===== src/rtl/i2cisu_pkg.sv =====
package i2cisu_pkg;
  localparam int REG_W    = 16;
  localparam int EVT_N    = 7;
  localparam int ADDR_W   = 3;
  localparam int BUSY_POS = 12;
  localparam int EN_POS   = 15;
  localparam int SRST_POS = 0;

  typedef enum logic [ADDR_W-1:0] {
    A_CTRL = 3'd0,
    A_SRST = 3'd1,
    A_RAW  = 3'd2,
    A_STAT = 3'd3,
    A_MSET = 3'd4,
    A_MCLR = 3'd5
  } reg_addr_e;

  typedef struct packed {
    logic ctrl;
    logic srst;
    logic stat;
    logic mset;
    logic mclr;
  } wr_strb_t;
endpackage


===== src/rtl/isu_regdec.sv =====
module isu_regdec
  import i2cisu_pkg::*;
#(
  parameter int RW   = REG_W,
  parameter int AW   = ADDR_W,
  parameter int NEVT = EVT_N
) (
  input  logic            reg_wr,
  input  logic [AW-1:0]   reg_addr,
  input  logic            srst_bit,
  input  logic [RW-1:0]   ctrl_q,
  input  logic            done_q,
  input  logic [NEVT-1:0] flags_q,
  input  logic [NEVT-1:0] mask_q,
  input  logic            bus_busy,
  output wr_strb_t        strb,
  output logic [RW-1:0]   rdata
);
  localparam int PAD = RW - NEVT;

  always_comb begin
    strb      = '0;
    strb.ctrl = reg_wr && (reg_addr == A_CTRL);
    strb.srst = reg_wr && (reg_addr == A_SRST) && srst_bit;
    strb.stat = reg_wr && (reg_addr == A_STAT);
    strb.mset = reg_wr && (reg_addr == A_MSET);
    strb.mclr = reg_wr && (reg_addr == A_MCLR);
  end

  always_comb begin
    rdata = '0;
    case (reg_addr)
      A_CTRL: rdata = ctrl_q;
      A_SRST: rdata[SRST_POS] = done_q;
      A_RAW: begin
        rdata = {{PAD{1'b0}}, flags_q};
        rdata[BUSY_POS] = bus_busy;
      end
      A_STAT: rdata = {{PAD{1'b0}}, flags_q & mask_q};
      A_MSET, A_MCLR: rdata = {{PAD{1'b0}}, mask_q};
      default: rdata = '0;
    endcase
  end
endmodule


===== src/rtl/isu_flags.sv =====
module isu_flags #(
  parameter int NEVT = 7
) (
  input  logic            clk,
  input  logic            rst_n,
  input  logic            wipe,
  input  logic [NEVT-1:0] evt,
  input  logic            clr_we,
  input  logic [NEVT-1:0] clr_bits,
  output logic [NEVT-1:0] flags_q
);
  logic [NEVT-1:0] flags_d;

  for (genvar k = 0; k < NEVT; k++) begin : g_bit
    always_comb begin
      flags_d[k] = flags_q[k];
      if (wipe) flags_d[k] = 1'b0;
      else if (evt[k]) flags_d[k] = 1'b1;
      else if (clr_we && clr_bits[k]) flags_d[k] = 1'b0;
    end

    p_evt_sets_r2: assert property (@(posedge clk) disable iff (!rst_n)
      (evt[k] && !wipe) |=> flags_q[k]);
    p_evt_beats_clear_r4: assert property (@(posedge clk) disable iff (!rst_n)
      (evt[k] && clr_we && clr_bits[k] && !wipe) |=> flags_q[k]);
    p_w1c_r3: assert property (@(posedge clk) disable iff (!rst_n)
      (clr_we && clr_bits[k] && !evt[k]) |=> !flags_q[k]);
    p_hold_r3: assert property (@(posedge clk) disable iff (!rst_n)
      (!wipe && !evt[k] && !(clr_we && clr_bits[k])) |=> $stable(flags_q[k]));
  end

  always_ff @(posedge clk or negedge rst_n) begin
    if (!rst_n) flags_q <= '0;
    else        flags_q <= flags_d;
  end

  p_wipe_r9: assert property (@(posedge clk) disable iff (!rst_n)
    wipe |=> (flags_q == '0));
endmodule


===== src/rtl/isu_mask.sv =====
module isu_mask #(
  parameter int NEVT = 7
) (
  input  logic            clk,
  input  logic            rst_n,
  input  logic            wipe,
  input  logic            set_we,
  input  logic            clr_we,
  input  logic [NEVT-1:0] wbits,
  output logic [NEVT-1:0] mask_q
);
  logic [NEVT-1:0] mask_d;
  logic            mask_en;

  assign mask_en = wipe || set_we || clr_we;

  always_comb begin
    mask_d = mask_q;
    if (wipe)        mask_d = '0;
    else if (set_we) mask_d = mask_q | wbits;
    else if (clr_we) mask_d = mask_q & ~wbits;
  end

  always_ff @(posedge clk or negedge rst_n) begin
    if (!rst_n)       mask_q <= '0;
    else if (mask_en) mask_q <= mask_d;
  end

  p_mask_set_r6: assert property (@(posedge clk) disable iff (!rst_n)
    (set_we && !wipe) |=> ((mask_q & $past(wbits)) == $past(wbits)));
  p_mask_clr_r6: assert property (@(posedge clk) disable iff (!rst_n)
    (clr_we && !set_we && !wipe) |=> ((mask_q & $past(wbits)) == '0));
  p_mask_hold_r6: assert property (@(posedge clk) disable iff (!rst_n)
    (!mask_en) |=> $stable(mask_q));
endmodule


===== src/rtl/isu_rstseq.sv =====
module isu_rstseq (
  input  logic clk,
  input  logic rst_n,
  input  logic wipe,
  input  logic en_q,
  output logic done_q
);
  logic pend_q, pend_d, done_d;

  always_comb begin
    pend_d = pend_q;
    done_d = done_q;
    if (wipe) begin
      pend_d = 1'b1;
      done_d = 1'b0;
    end else if (pend_q && en_q) begin
      pend_d = 1'b0;
      done_d = 1'b1;
    end
  end

  always_ff @(posedge clk or negedge rst_n) begin
    if (!rst_n) begin
      pend_q <= 1'b1;
      done_q <= 1'b0;
    end else begin
      pend_q <= pend_d;
      done_q <= done_d;
    end
  end

  p_done_needs_en_r10: assert property (@(posedge clk) disable iff (!rst_n)
    $rose(done_q) |-> $past(en_q));
  p_done_cleared_r9: assert property (@(posedge clk) disable iff (!rst_n)
    wipe |=> !done_q);
  p_done_sticky_r10: assert property (@(posedge clk) disable iff (!rst_n)
    (done_q && !wipe) |=> done_q);
endmodule


===== src/rtl/i2c_irq_status.sv =====
module i2c_irq_status
  import i2cisu_pkg::*;
#(
  parameter int RW   = REG_W,
  parameter int NEVT = EVT_N,
  parameter int AW   = ADDR_W
) (
  input  logic            clk,
  input  logic            rst_n,
  input  logic [NEVT-1:0] evt_i,
  input  logic            bus_busy,
  input  logic            reg_wr,
  input  logic [AW-1:0]   reg_addr,
  input  logic [RW-1:0]   reg_wdata,
  output logic [RW-1:0]   reg_rdata,
  output logic            irq
);
  wr_strb_t        strb;
  logic [RW-1:0]   ctrl_q, ctrl_d;
  logic            ctrl_en;
  logic [NEVT-1:0] flags_q, mask_q;
  logic            done_q;
  logic            irq_d;

  isu_regdec #(.RW(RW), .AW(AW), .NEVT(NEVT)) u_dec (
    .reg_wr   (reg_wr),
    .reg_addr (reg_addr),
    .srst_bit (reg_wdata[SRST_POS]),
    .ctrl_q   (ctrl_q),
    .done_q   (done_q),
    .flags_q  (flags_q),
    .mask_q   (mask_q),
    .bus_busy (bus_busy),
    .strb     (strb),
    .rdata    (reg_rdata)
  );

  isu_flags #(.NEVT(NEVT)) u_flags (
    .clk      (clk),
    .rst_n    (rst_n),
    .wipe     (strb.srst),
    .evt      (evt_i),
    .clr_we   (strb.stat),
    .clr_bits (reg_wdata[NEVT-1:0]),
    .flags_q  (flags_q)
  );

  isu_mask #(.NEVT(NEVT)) u_mask (
    .clk    (clk),
    .rst_n  (rst_n),
    .wipe   (strb.srst),
    .set_we (strb.mset),
    .clr_we (strb.mclr),
    .wbits  (reg_wdata[NEVT-1:0]),
    .mask_q (mask_q)
  );

  isu_rstseq u_rst (
    .clk    (clk),
    .rst_n  (rst_n),
    .wipe   (strb.srst),
    .en_q   (ctrl_q[EN_POS]),
    .done_q (done_q)
  );

  assign ctrl_en = strb.ctrl || strb.srst;

  always_comb begin
    ctrl_d = ctrl_q;
    if (strb.srst)      ctrl_d = '0;
    else if (strb.ctrl) ctrl_d = reg_wdata;
  end

  always_ff @(posedge clk or negedge rst_n) begin
    if (!rst_n)       ctrl_q <= '0;
    else if (ctrl_en) ctrl_q <= ctrl_d;
  end

  assign irq_d = |(flags_q & mask_q);

  always_ff @(posedge clk or negedge rst_n) begin
    if (!rst_n) irq <= 1'b0;
    else        irq <= irq_d;
  end

  p_irq_follows_r7: assert property (@(posedge clk) disable iff (!rst_n)
    ((flags_q & mask_q) != '0) |=> irq);
  p_irq_quiet_r7: assert property (@(posedge clk) disable iff (!rst_n)
    ((flags_q & mask_q) == '0) |=> !irq);
  p_srst_wipes_r9: assert property (@(posedge clk) disable iff (!rst_n)
    strb.srst |=> (ctrl_q == '0 && mask_q == '0));
  p_raw_nowrite_r8: assert property (@(posedge clk) disable iff (!rst_n)
    (reg_wr && reg_addr == A_RAW && evt_i == '0) |=> $stable(flags_q));
endmodule


===== config.mk =====
export PLATFORM = sky130hd
export DESIGN_NAME = i2c_irq_status
export DESIGN_NICKNAME = d
export VERILOG_FILES = /design/src/rtl/i2cisu_pkg.sv /design/src/rtl/isu_regdec.sv /design/src/rtl/isu_flags.sv /design/src/rtl/isu_mask.sv /design/src/rtl/isu_rstseq.sv /design/src/rtl/i2c_irq_status.sv
export SDC_FILE = /design/constraint.sdc
export NUM_CORES = 1
export LEC_CHECK = 0
export ABC_CLOCK_PERIOD_IN_PS = 2200
export BUFFER_PORTS_ARGS = -buffer_cell sky130_fd_sc_hd__buf_4
export CORE_ASPECT_RATIO = 1.75
export CORE_UTILIZATION = 49
export DETAILED_ROUTE_END_ITERATION = 12
export PLACE_DENSITY = 0.75
export SLEW_MARGIN = 20
export SYNTH_ARGS = -nofsm -noshare
export SYNTH_HDL_FRONTEND = slang
export SYNTH_SLANG_ARGS = --single-unit

===== constraint.sdc =====
create_clock -name clk -period 2.2 [get_ports clk]
set_input_delay 0.33 -clock clk [delete_from_list [all_inputs] [get_ports clk]]
set_output_delay 0.33 -clock clk [all_outputs]
set_load 0.01 [all_outputs]

Word level (Yosys, flattened, before mapping)
Index checks and enable logic that the tools add are counted.

Bits in registers: 33. Input bits: 30. Logic and storage cells: 85.

Equal/unequal tests: 5. Bitwise operators: 4. Muxes and demuxes: 32. Reduce and logical (&&, ||, !) cells: 32.

Operators with widths (count): $pmux W15 S4 (1); $mux W16 (2); $mux W1 (25); $reduce_bool A3 Y1 (8); $mux W7 (3); $and A7 B7 Y7 (2); $logic_and A1 B1 Y1 (14); $not A7 Y7 (1); $or A7 B7 Y7 (1); $reduce_or A7 Y1 (1); $eq A3 B2 Y1 const B (2); $eq A3 B3 Y1 const B (2); $pmux W1 S5 (1); $reduce_and A2 Y1 (2); $reduce_bool A2 Y1 (2); $eq A3 B1 Y1 const B (1); $logic_not A3 Y1 (1); $logic_or A1 B1 Y1 (3); $reduce_or A2 Y1 (1).

Depth between registers and ports, before layout
Gate-level depths: netlist of the first run.

Depth after elaboration: 6. Depth in mapped cells: 6.

By module
From an unflattened synthesis of the first run, not the netlist that was laid out.

Cells, all modules: 170. Area, all modules: 1779.2 µm².

By module, submodules not included: i2c_irq_status (cells each 57, instances 1, sequential area each 425.4 µm², area an instance 715.7 µm²); isu_regdec (cells each 54, instances 1, sequential area each 0.0 µm², area an instance 396.6 µm²); isu_flags (cells each 28, instances 1, sequential area each 175.2 µm², area an instance 301.5 µm²); isu_mask (cells each 25, instances 1, sequential area each 175.2 µm², area an instance 294.0 µm²); isu_rstseq (cells each 6, instances 1, sequential area each 51.3 µm², area an instance 71.3 µm²).

Worst setup path after synthesis of the first run
No wires, ideal clock.

Path type: input to output. Start: in reg_addr[1]. End: out reg_rdata[10]. Arrival: 1.267 ns. Stages: 4. Setup slack: 0.603 ns. Path through: buf_4 > buf_2 > nor3_1 > and2_1.

Word-level cells in the longest chain between the ends: 3. Elaborated cells between the ends (all ways): 7. Those cells by class: eq/ne (4); mux (1); reduce/logical (2).

RTL lines: start: declaration (line i2c_irq_status.sv:13) `input logic [AW-1:0] reg_addr,`; $eq A3 B3 Y1 (line isu_regdec.sv:32) `case (reg_addr)`; $reduce_or A2 Y1 (line isu_regdec.sv:32); $pmux W15 S4 (*) (line isu_regdec.sv:32); end: declaration (line i2c_irq_status.sv:15) `output logic [RW-1:0] reg_rdata,`.

Mark *: on every way between the ends. The rest lies on a longest branch, timed or not.

Worst setup path in the final report of the first run
Start: in reg_addr[1]. End: out reg_rdata[6].

The elaborated chain is that of the path after synthesis.

==> results.tsv, run 1 <==
metric	value	unit
Iter 0 DRT Violations	53	
r2r startpoint	u_mask.mask_q[0]	
GRT Resource Usage Total	0.254	
post-synth top area share	0.465	
Min-Delay Path Class	in2reg	
final cell count without fillers	282	
Avg Cell Area, Syn	9.16	um2
ANT nets after route	0	
worst vdd ir	0.508	mV
Core Util, Final	0.648	
Core Rows	28	
Critical Path, Cell by Cell	buf_4 -> nor2b_1 -> nand2_1 -> o221ai_1 -> buf_4	
RSZ-0062 raised after global routing	false	
reg-to-reg critical path endpoint	irq	
top cells by area, synth	dfrtp_1 47%, nand2_1 11%, a21oi_1 5.8%, mux2i_1 4.7%, a32o_1 3.5%	
die height	80.4	um
full die area	3760	um2
end of the critical path	reg_rdata[6]	
R2R setup slack	1.30	ns
#FFs+latches synth	33	
Final WS setup	0.507	ns
# port buffers	46	
total number of yosys warnings	0	
routability congestion estimate	0.879	
synthesized area	1720	um2
layout cell share with drive strength beyond 1	0.274	
IO Pins	47	
Post-Synth XOR/XNOR Area	0	
Static Leak	0.990	nW
largest net degree at the start of global routing	34	
number of iterations in the first detailed-routing pass	4	
slew at the pin closest to its max-slew limit	0.503	ns
TritonCTS buffer count	5	
CTS max path bufs	2	
CTS Root Cell	clkbuf_8	
Final min period	1.69	ns
Starting Density	0.512	
vias per std cell	5.57	
CTS H-Tree Depth	2	
Worst path slowest cell	nor2b_1	
die width	46.8	um
Clock Sink Count	33	
Max Slew Vio Count	0	
Top FF cell, synth	dfrtp_1	
CP Capture Type	output port	
Mapped Nets	218	
drt total wl	4150	um
pre-CTS WS	0.537	ns
CP Max Fanout	19	
kind of critical path	in2out	
fmax	591	MHz
post-synth cell types	32	
Routed WL per cell	14.7	um
nets@finish	266	
global-route wire length before repair	6900	um
pwr/cell area	694	nW/um2
Clock Skew	0.00465	ns
grt ovf	0	
Area Growth Syn to Fin	26.6	%
CP most frequent cell	buf_4	
# setup viols final	0	
Final TNS setup	0	ns
Final Power	1.51	mW
Compound-Gate Fraction of Synth Area	0.134	
max-cap violation count	0	
Req. time, crit path	1.87	ns
Critical Path Source	reg_addr[1]	
vias in the first global route	1550	
hpwl dp	3050	um
dominant cell type by area after synthesis	dfrtp_1	
Max-slew headroom	0.665	
detailed-route DRC error count	0	
critical path launch point type	primary input	
cell count after synthesis	188	
Post-Synth Simple-Gate Area	0.288	
# diodes	0	
Synth Area in Adders	0	
Async S/R FF share, synth	1.00	
Seq/Total Area, Yosys	0.480	
Worst EP arrival	1.36	ns
Setup Fix Bufs, Post-CTS	0	
Post-synth EDFFs	0	
cell count after placement	273	
initial antenna violation count	0	
status	complete, no violations	
slowest cell delay on critical path	0.43	ns
CTS tree	built	
CORE AREA	3360	um2
multiplexer share of the synthesized area	0.0465	
combinational family with the most area after synthesis	simple AND/OR/NAND/NOR gates	
final worst-path cycle share	0.769	
Hold Fails Final Rpt	0	
R2R depth	3	
vias	1572	
clk_lat worst skew	0.28	ns
CTS clk-pin slew, worst paths	0.07	ns
==> Yosys cell counts, types with 2 or more instances <==
| cell type | count |
|---|---|
| o221ai_1 | 6 |
| mux2i_1 | 8 |
| and2_1 | 8 |
| inv_1 | 2 |
| nor2_1 | 10 |
| nor3b_1 | 6 |
| buf_2 | 5 |
| nand4b_1 | 2 |
| nand2_1 | 51 |
| o21ai_0 | 2 |
| nor3_1 | 8 |
| nand2_2 | 2 |
| a21oi_1 | 20 |
| a32o_1 | 6 |
| clkbuf_1 | 2 |
| buf_6 | 2 |
| dfrtp_1 | 32 |
| and3b_1 | 2 |
==> cell usage in the layout (no fill, tap or decap), drive strengths merged <==
cell / instances
nor2: 10
or3: 1
a21oi: 20
mux2i: 8
and4: 1
dfstp: 1
dlygate4sd3: 1
nor3: 8
nand2: 53
o221ai: 6
nor2b: 1
dfrtp: 32
and2: 8
clkinv: 2
or4b: 1
nor4b: 1
o211ai: 1
a32o: 6
buf: 52
o21ai: 2
nand4: 1
inv: 2
or2: 2
clkbuf: 6
nand4b: 2
and3b: 2
nor3b: 6
nand2b: 1
==> cell type report <==
cell class,instances,area [um2]
fill,303,1180
sequential,33,827
multi-input combinational,141,806
timing repair buffer,53,400
clock buffer,6,72.6
tap,45,56.3
clock inverter,2,10.0
inverter,2,7.51
==> how the worst min path moves through the flow <==
stage	startpoint	end	slack, ns	cells past startpoint
final	reg_wdata[2]	u_mask.mask_q[2]	0.29	2
after global routing	evt_i[0]	u_flags.flags_q[0]	0.30	3
after floorplan	rst_n	ctrl_q[0]	0.03	0
after detailed placement	rst_n	u_flags.flags_q[4]	0.30	1
after global placement	rst_n	u_flags.flags_q[4]	0.29	1
after CTS	reg_wdata[10]	ctrl_q[10]	0.28	3
==> state kept, by name (all words and copies together), names as in the netlist <==
register         flops
u_rst.done_q         1
u_mask.mask_q        7
u_flags.flags_q      7
u_rst.pend_q         1
ctrl_q              16
irq                  1
==> routing by layer <==
metal | track usage | routed length, um
met1 | 0.292 | 1650
met2 | 0.433 | 2230
met3 | 0.0517 | 195
met4 | 0.106 | 76
met5 | 0 | 0
==> where the power goes <==
group / switching, mW / internal [mW]
clock network: 0.212 / 0.219
logic: 0.155 / 0.165
registers: 0.0599 / 0.703
total: 0.427 / 1.09
==> kinds of logic (layout without fill, tap and decap cells) <==
| group | Yosys count | after routing |
|---|---|---|
| and+or+nand+nor | 98 | 98 |
| AOI/OAI and AO/OA | 35 | 35 |
| DFF | 33 | 33 |
| buffers and inverters | 14 | 63 |
| muxes | 8 | 8 |
==> repair_timing <==
item / 4_1_cts / 5_1_grt
hold endpoints to repair: 32 / 0
hold buffers: 1 / 0
resized for setup: 0 / 0
==> through the flow <==
step | hold slack, ns | cell area [um2]
2_1_floorplan | 0.0344 | 1720
3_3_place_gp | 0.293 | 2090
3_5_place_dp | 0.296 | 2090
4_1_cts | 0.283 | 2180
5_1_grt | 0.298 | 2180
6_report | 0.287 | 2180
==> critical path, delay by kind of cell <==
kind	cells	cell delay [ns]
and+or+nand+nor	2	0.55
buffers and inverters	2	0.36
AOI/OAI and AO/OA	1	0.11
(Power assumes the default switching activity.)
==> inputs of run 2 (changes only) <==
- ABC_CLOCK_PERIOD_IN_PS: 2200 -> 1700
- clock period: 2.2 -> 1.7 ns (I/O delays scaled with it)
==> run 2 against run 1 <==
Critical path type is now reg2out. Critical path depth decreased by 1. Global-route usage decreased by 0.58 points. Count of clock-buffer cells in the layout increased by 1.
==> results.tsv, run 2 (synthesized netlist as in run 1, its figures left out) <==
metric	value	unit
status	complete, no violations	
hpwl dp	3010	um
Clock Skew	0.00374	ns
CTS Root Cell	clkbuf_8	
pwr/cell area	933	nW/um2
Final Power	2.06	mW
Routed WL per cell	14.8	um
full die area	3760	um2
ANT nets after route	0	
slew at the pin closest to its max-slew limit	0.456	ns
Worst path slowest cell	dfrtp_1	
commonest non-fill, non-tap cells in the layout	53 x buf_4, 51 x nand2_1, 32 x dfrtp_1	
NetSw	0.568	mW
register share of total power	0.478	
most common cell after layout, fill and taps aside	buf_4	
CTS H-Tree Depth	2	
CTS max path bufs	2	
CTS clk-pin slew, worst paths	0.06	ns
routability congestion estimate	0.858	
Setup Fix Bufs, Post-CTS	0	
Worst path top cell family by delay	flip-flops	
top flop regs	ctrl_q x16, u_flags.flags_q x7, u_mask.mask_q x7	
TritonCTS buffer count	5	
# fillers	312	
max-cap violation count	0	
vias in the first global route	1554	
worst vdd ir	0.696	mV
Comb pwr share	0.203	
met2 Usage GRT	0.431	
Critical Path Source	u_rst.done_q	
Largest register FFs	16	
Hold Fails Final Rpt	0	
Max-slew headroom	0.696	
IO Pins	47	
RSZ-0062 raised after global routing	false	
layer with the highest usage	met2	
Min-Delay Path Class	in2reg	
kind of critical path	reg2out	
clk_lat worst skew	0.28	ns
met3 Use GR	0.0427	
Critical Path, Cell by Cell	mux2i_1 -> or3_1 -> o211ai_1 -> buf_4	
# setup viols final	0	
fmax	663	MHz
detailed-route DRC error count	0	
critical path launch point type	flop	
final worst-path cycle share	0.887	
slowest cell delay on critical path	0.35	ns
Starting Density	0.512	
Sw Share	0.276	
Iter 0 DRT Violations	50	
Hold Buf Count CTS	1	
Resized Gates After CTS	0	
Clk pwr share	0.319	
critical hold path startpoint	evt_i[0]	
Clock Sink Count	33	
layout cell share with drive strength beyond 1	0.282	
vias	1556	
Fin Hold WS	0.196	ns
Core Rows	28	
Max Slew Vio Count	0	
initial antenna violation count	0	
CP Max Fanout	2	
largest net degree at the start of global routing	34	
r2r startpoint	u_mask.mask_q[0]	
grt ovf	0	
# port buffers	46	
die height	80.4	um
die width	46.8	um
drt total wl	4190	um
met1 Use GR	0.266	
Top reg by flops	ctrl_q	
CORE AREA	3360	um2
Final TNS setup	0	ns
CTS tree	built	
nets@finish	267	
Area Growth Syn to Fin	28.1	%
# diodes	0	
number of iterations in the first detailed-routing pass	5	
Pint	1.49	mW
worst path bufs/invs	1	
Final min period	1.51	ns
vias per std cell	5.50	
CP Capture Type	output port	
Req. time, crit path	1.44	ns
Worst EP arrival	1.25	ns
Static Leak	1.00	nW
GRT Resource Usage Total	0.248	
global-route wire length before repair	6600	um
[run 2: cell types whose count changed in the layout (fill, tap and decap cells not counted), sizes merged]
cell	change
clkinv	-1
clkbuf	+1
buf	+1
[run 2: power by group through the flow]
stage | sequential, mW | combinational, mW | clock [mW]
3_5_place_dp | 0.998 | 0.418 | 0
6_report | 0.983 | 0.418 | 0.656
4_1_cts | 0.983 | 0.422 | 0.667
5_1_grt | 0.997 | 0.464 | 0.692
2_1_floorplan | 0.980 | 0.243 | 0
3_3_place_gp | 0.991 | 0.400 | 0
[run 2: layout make-up]
cell class              count  area, um2  area share
flip-flops and latches     33        827       0.375
multi-input cells         141        806       0.365
clock buffers               7       96.3      0.0437
well taps                  45       56.3      0.0255
repair buffers             54        408       0.185
inverters                   2       7.51     0.00340
clock inverters             1       5.00     0.00227
[run 2: layer usage]
metal	routed length, um	share of wire
met1	1650	0.39
met4	93	0.022
met5	0	0
met3	167	0.040
met2	2280	0.54
[run 2: worst paths after layout]
| kind | end | slack (ns) | depth (start not counted) |
|---|---|---|---|
| worst min register to register | u_rst.pend_q | 0.49 | 2 |
| worst max-delay path | reg_rdata[0] | 0.19 | 4 |
| worst max register to register | irq | 0.77 | 3 |
| max in group asynchronous | u_rst.pend_q | 0.90 | 2 |
| worst min-delay path | u_flags.flags_q[0] | 0.20 | 3 |
| min in group asynchronous | u_mask.mask_q[1] | 0.46 | 2 |
[run 2: tightest hold or removal path: stages]
cell     delay, ns
buf_4         0.08
a21oi_1       0.03
nor2_1        0.08
[run 2: stage by stage]
step,util,area (um2),worst slack [ns],instances
6_report,0.656,2210,0.192,283
5_1_grt,0.656,2210,0.108,283
4_1_cts,0.656,2210,0.180,283
3_5_place_dp,0.623,2090,0.243,274
3_3_place_gp,0.623,2090,0.253,274
2_1_floorplan,-,1720,0.253,188
==> inputs of run 3 (changes only) <==
- CORE_UTILIZATION: 49 -> 30
- PLACE_DENSITY: 0.75 -> default
==> run 3 against run 2 <==
Global-route usage fell by 8.3 points. First-iteration DRC count fell by 40%. Via count shrank 2.9%. Power is 5.2% higher. Critical path type unchanged. Critical endpoint unchanged. Largest cell class unchanged. Largest power group unchanged.
==> results.tsv, run 3 (synthesized netlist as in run 1, its figures left out) <==
metric	value	unit
CTS Root Cell	clkbuf_8	
Iter 0 DRT Violations	30	
grt ovf	0	
NetSw	0.562	mW
Comb pwr share	0.193	
Sw Share	0.260	
Largest register FFs	16	
final worst-path cycle share	0.891	
Pint	1.60	mW
fin area	2260	um2
routability congestion estimate	0.754	
max-cap violation count	0	
pre-CTS WS	0.189	ns
top flop regs	ctrl_q x16, u_flags.flags_q x7, u_mask.mask_q x7	
# port buffers	46	
CTS tree	built	
die height	102	um
vias per std cell	4.81	
slew at the pin closest to its max-slew limit	0.444	ns
register share of total power	0.455	
Worst EP arrival	1.26	ns
Hold Fails Final Rpt	0	
fmax	660	MHz
Clock Skew	0.00519	ns
GRT Resource Usage Total	0.165	
commonest non-fill, non-tap cells in the layout	53 x buf_4, 51 x nand2_1, 32 x dfrtp_1	
Static Leak	1.01	nW
Final min period	1.51	ns
CTS H-Tree Depth	2	
full die area	6060	um2
TritonCTS buffer count	5	
Clk pwr share	0.352	
ANT nets after route	0	
die width	59.3	um
CTS clk-pin slew, worst paths	0.06	ns
reg-to-reg critical path endpoint	irq	
largest net degree at the start of global routing	34	
Max Slew Vio Count	0	
Req. time, crit path	1.44	ns
initial antenna violation count	0	
Final TNS setup	0	ns
Resized Gates After CTS	0	
# setup viols final	0	
number of iterations in the first detailed-routing pass	4	
CP Max Fanout	2	
CORE AREA	5540	um2
r2r startpoint	u_flags.flags_q[6]	
Fin Hold WS	0.198	ns
Routed WL per cell	14.4	um
global-route wire length before repair	7350	um
nets@finish	267	
Clock Sink Count	33	
layout cell share with drive strength beyond 1	0.277	
Top reg by flops	ctrl_q	
RSZ-0062 raised after global routing	false	
kind of critical path	reg2out	
R2R setup slack	0.80	ns
Core Rows	36	
IO Pins	47	
status	complete, no violations	
Final WS setup	0.185	ns
critical hold path startpoint	evt_i[0]	
critical path launch point type	flop	
# diodes	0	
CP Capture Type	output port	
hpwl dp	3170	um
detailed-route DRC error count	0	
CTS max path bufs	2	
Starting Density	0.311	
Min-Delay Path Class	in2reg	
WHS Path Cells	3	
dpl cell area	2130	um2
WHS Endpoint	u_flags.flags_q[0]	
vias in the first global route	1498	
Max-slew headroom	0.704	
most common cell after layout, fill and taps aside	buf_4	
pwr/cell area	957	nW/um2
Area Growth Syn to Fin	31.3	%
R2R depth	3	
vias	1511	
clk_lat worst skew	0.28	ns
worst vdd ir	0.537	mV
drt total wl	4520	um
[run 3: power by group through the flow]
stage	clock (mW)	sequential [mW]	combinational, mW
floorplan	0	0.980	0.243
global placement	0	0.997	0.411
detailed placement	0	1.00	0.421
CTS	0.785	0.986	0.423
global route	0.809	1.00	0.469
finish	0.762	0.985	0.416
[run 3: worst max path at each step]
stage / startpoint / end / slack (ns)
after floorplan: reg_addr[1] / reg_rdata[10] / 0.25
after global placement: reg_addr[0] / reg_rdata[2] / 0.20
after detailed placement: reg_addr[0] / reg_rdata[6] / 0.19
after CTS: u_rst.done_q / reg_rdata[0] / 0.16
after global routing: u_rst.done_q / reg_rdata[0] / 0.10
final: u_rst.done_q / reg_rdata[0] / 0.19
[run 3: per-layer routing]
metal  share of wire  track usage  vias to the layer above
li1                -            -                      747
met1            0.40        0.179                      718
met2            0.53        0.295                       37
met3           0.040       0.0392                        9
met4           0.024       0.0714                        0
met5               0            0                        -
[run 3: cell type report]
cell class	instances	area, um2
fillers	565	3280
repair buffers	54	408
well taps	76	95.1
multi-input cells	141	806
flip-flops and latches	33	827
clock inverters	1	30.0
clock buffers	7	86.3
inverters	2	7.51
[run 3: worst max-delay path, stage by stage, from the launching register on]
cell and delay, ns:
dfrtp_1 0.36, mux2i_1 0.07, or3_1 0.30, o211ai_1 0.11, buf_4 0.15
[run 3: repair_timing]
item                                   in CTS  in global routing
endpoints found under the hold margin      32                  0
hold buffers                                1                  0
buffers inserted                            0                  0
[run 3: metrics by stage]
step                utilization  cells  power [mW]
floorplan                     -    188        1.22
global placement          0.385    305        1.41
detailed placement        0.385    305        1.42
CTS                       0.408    314        2.19
global route              0.408    314        2.28
finish                    0.408    314        2.16
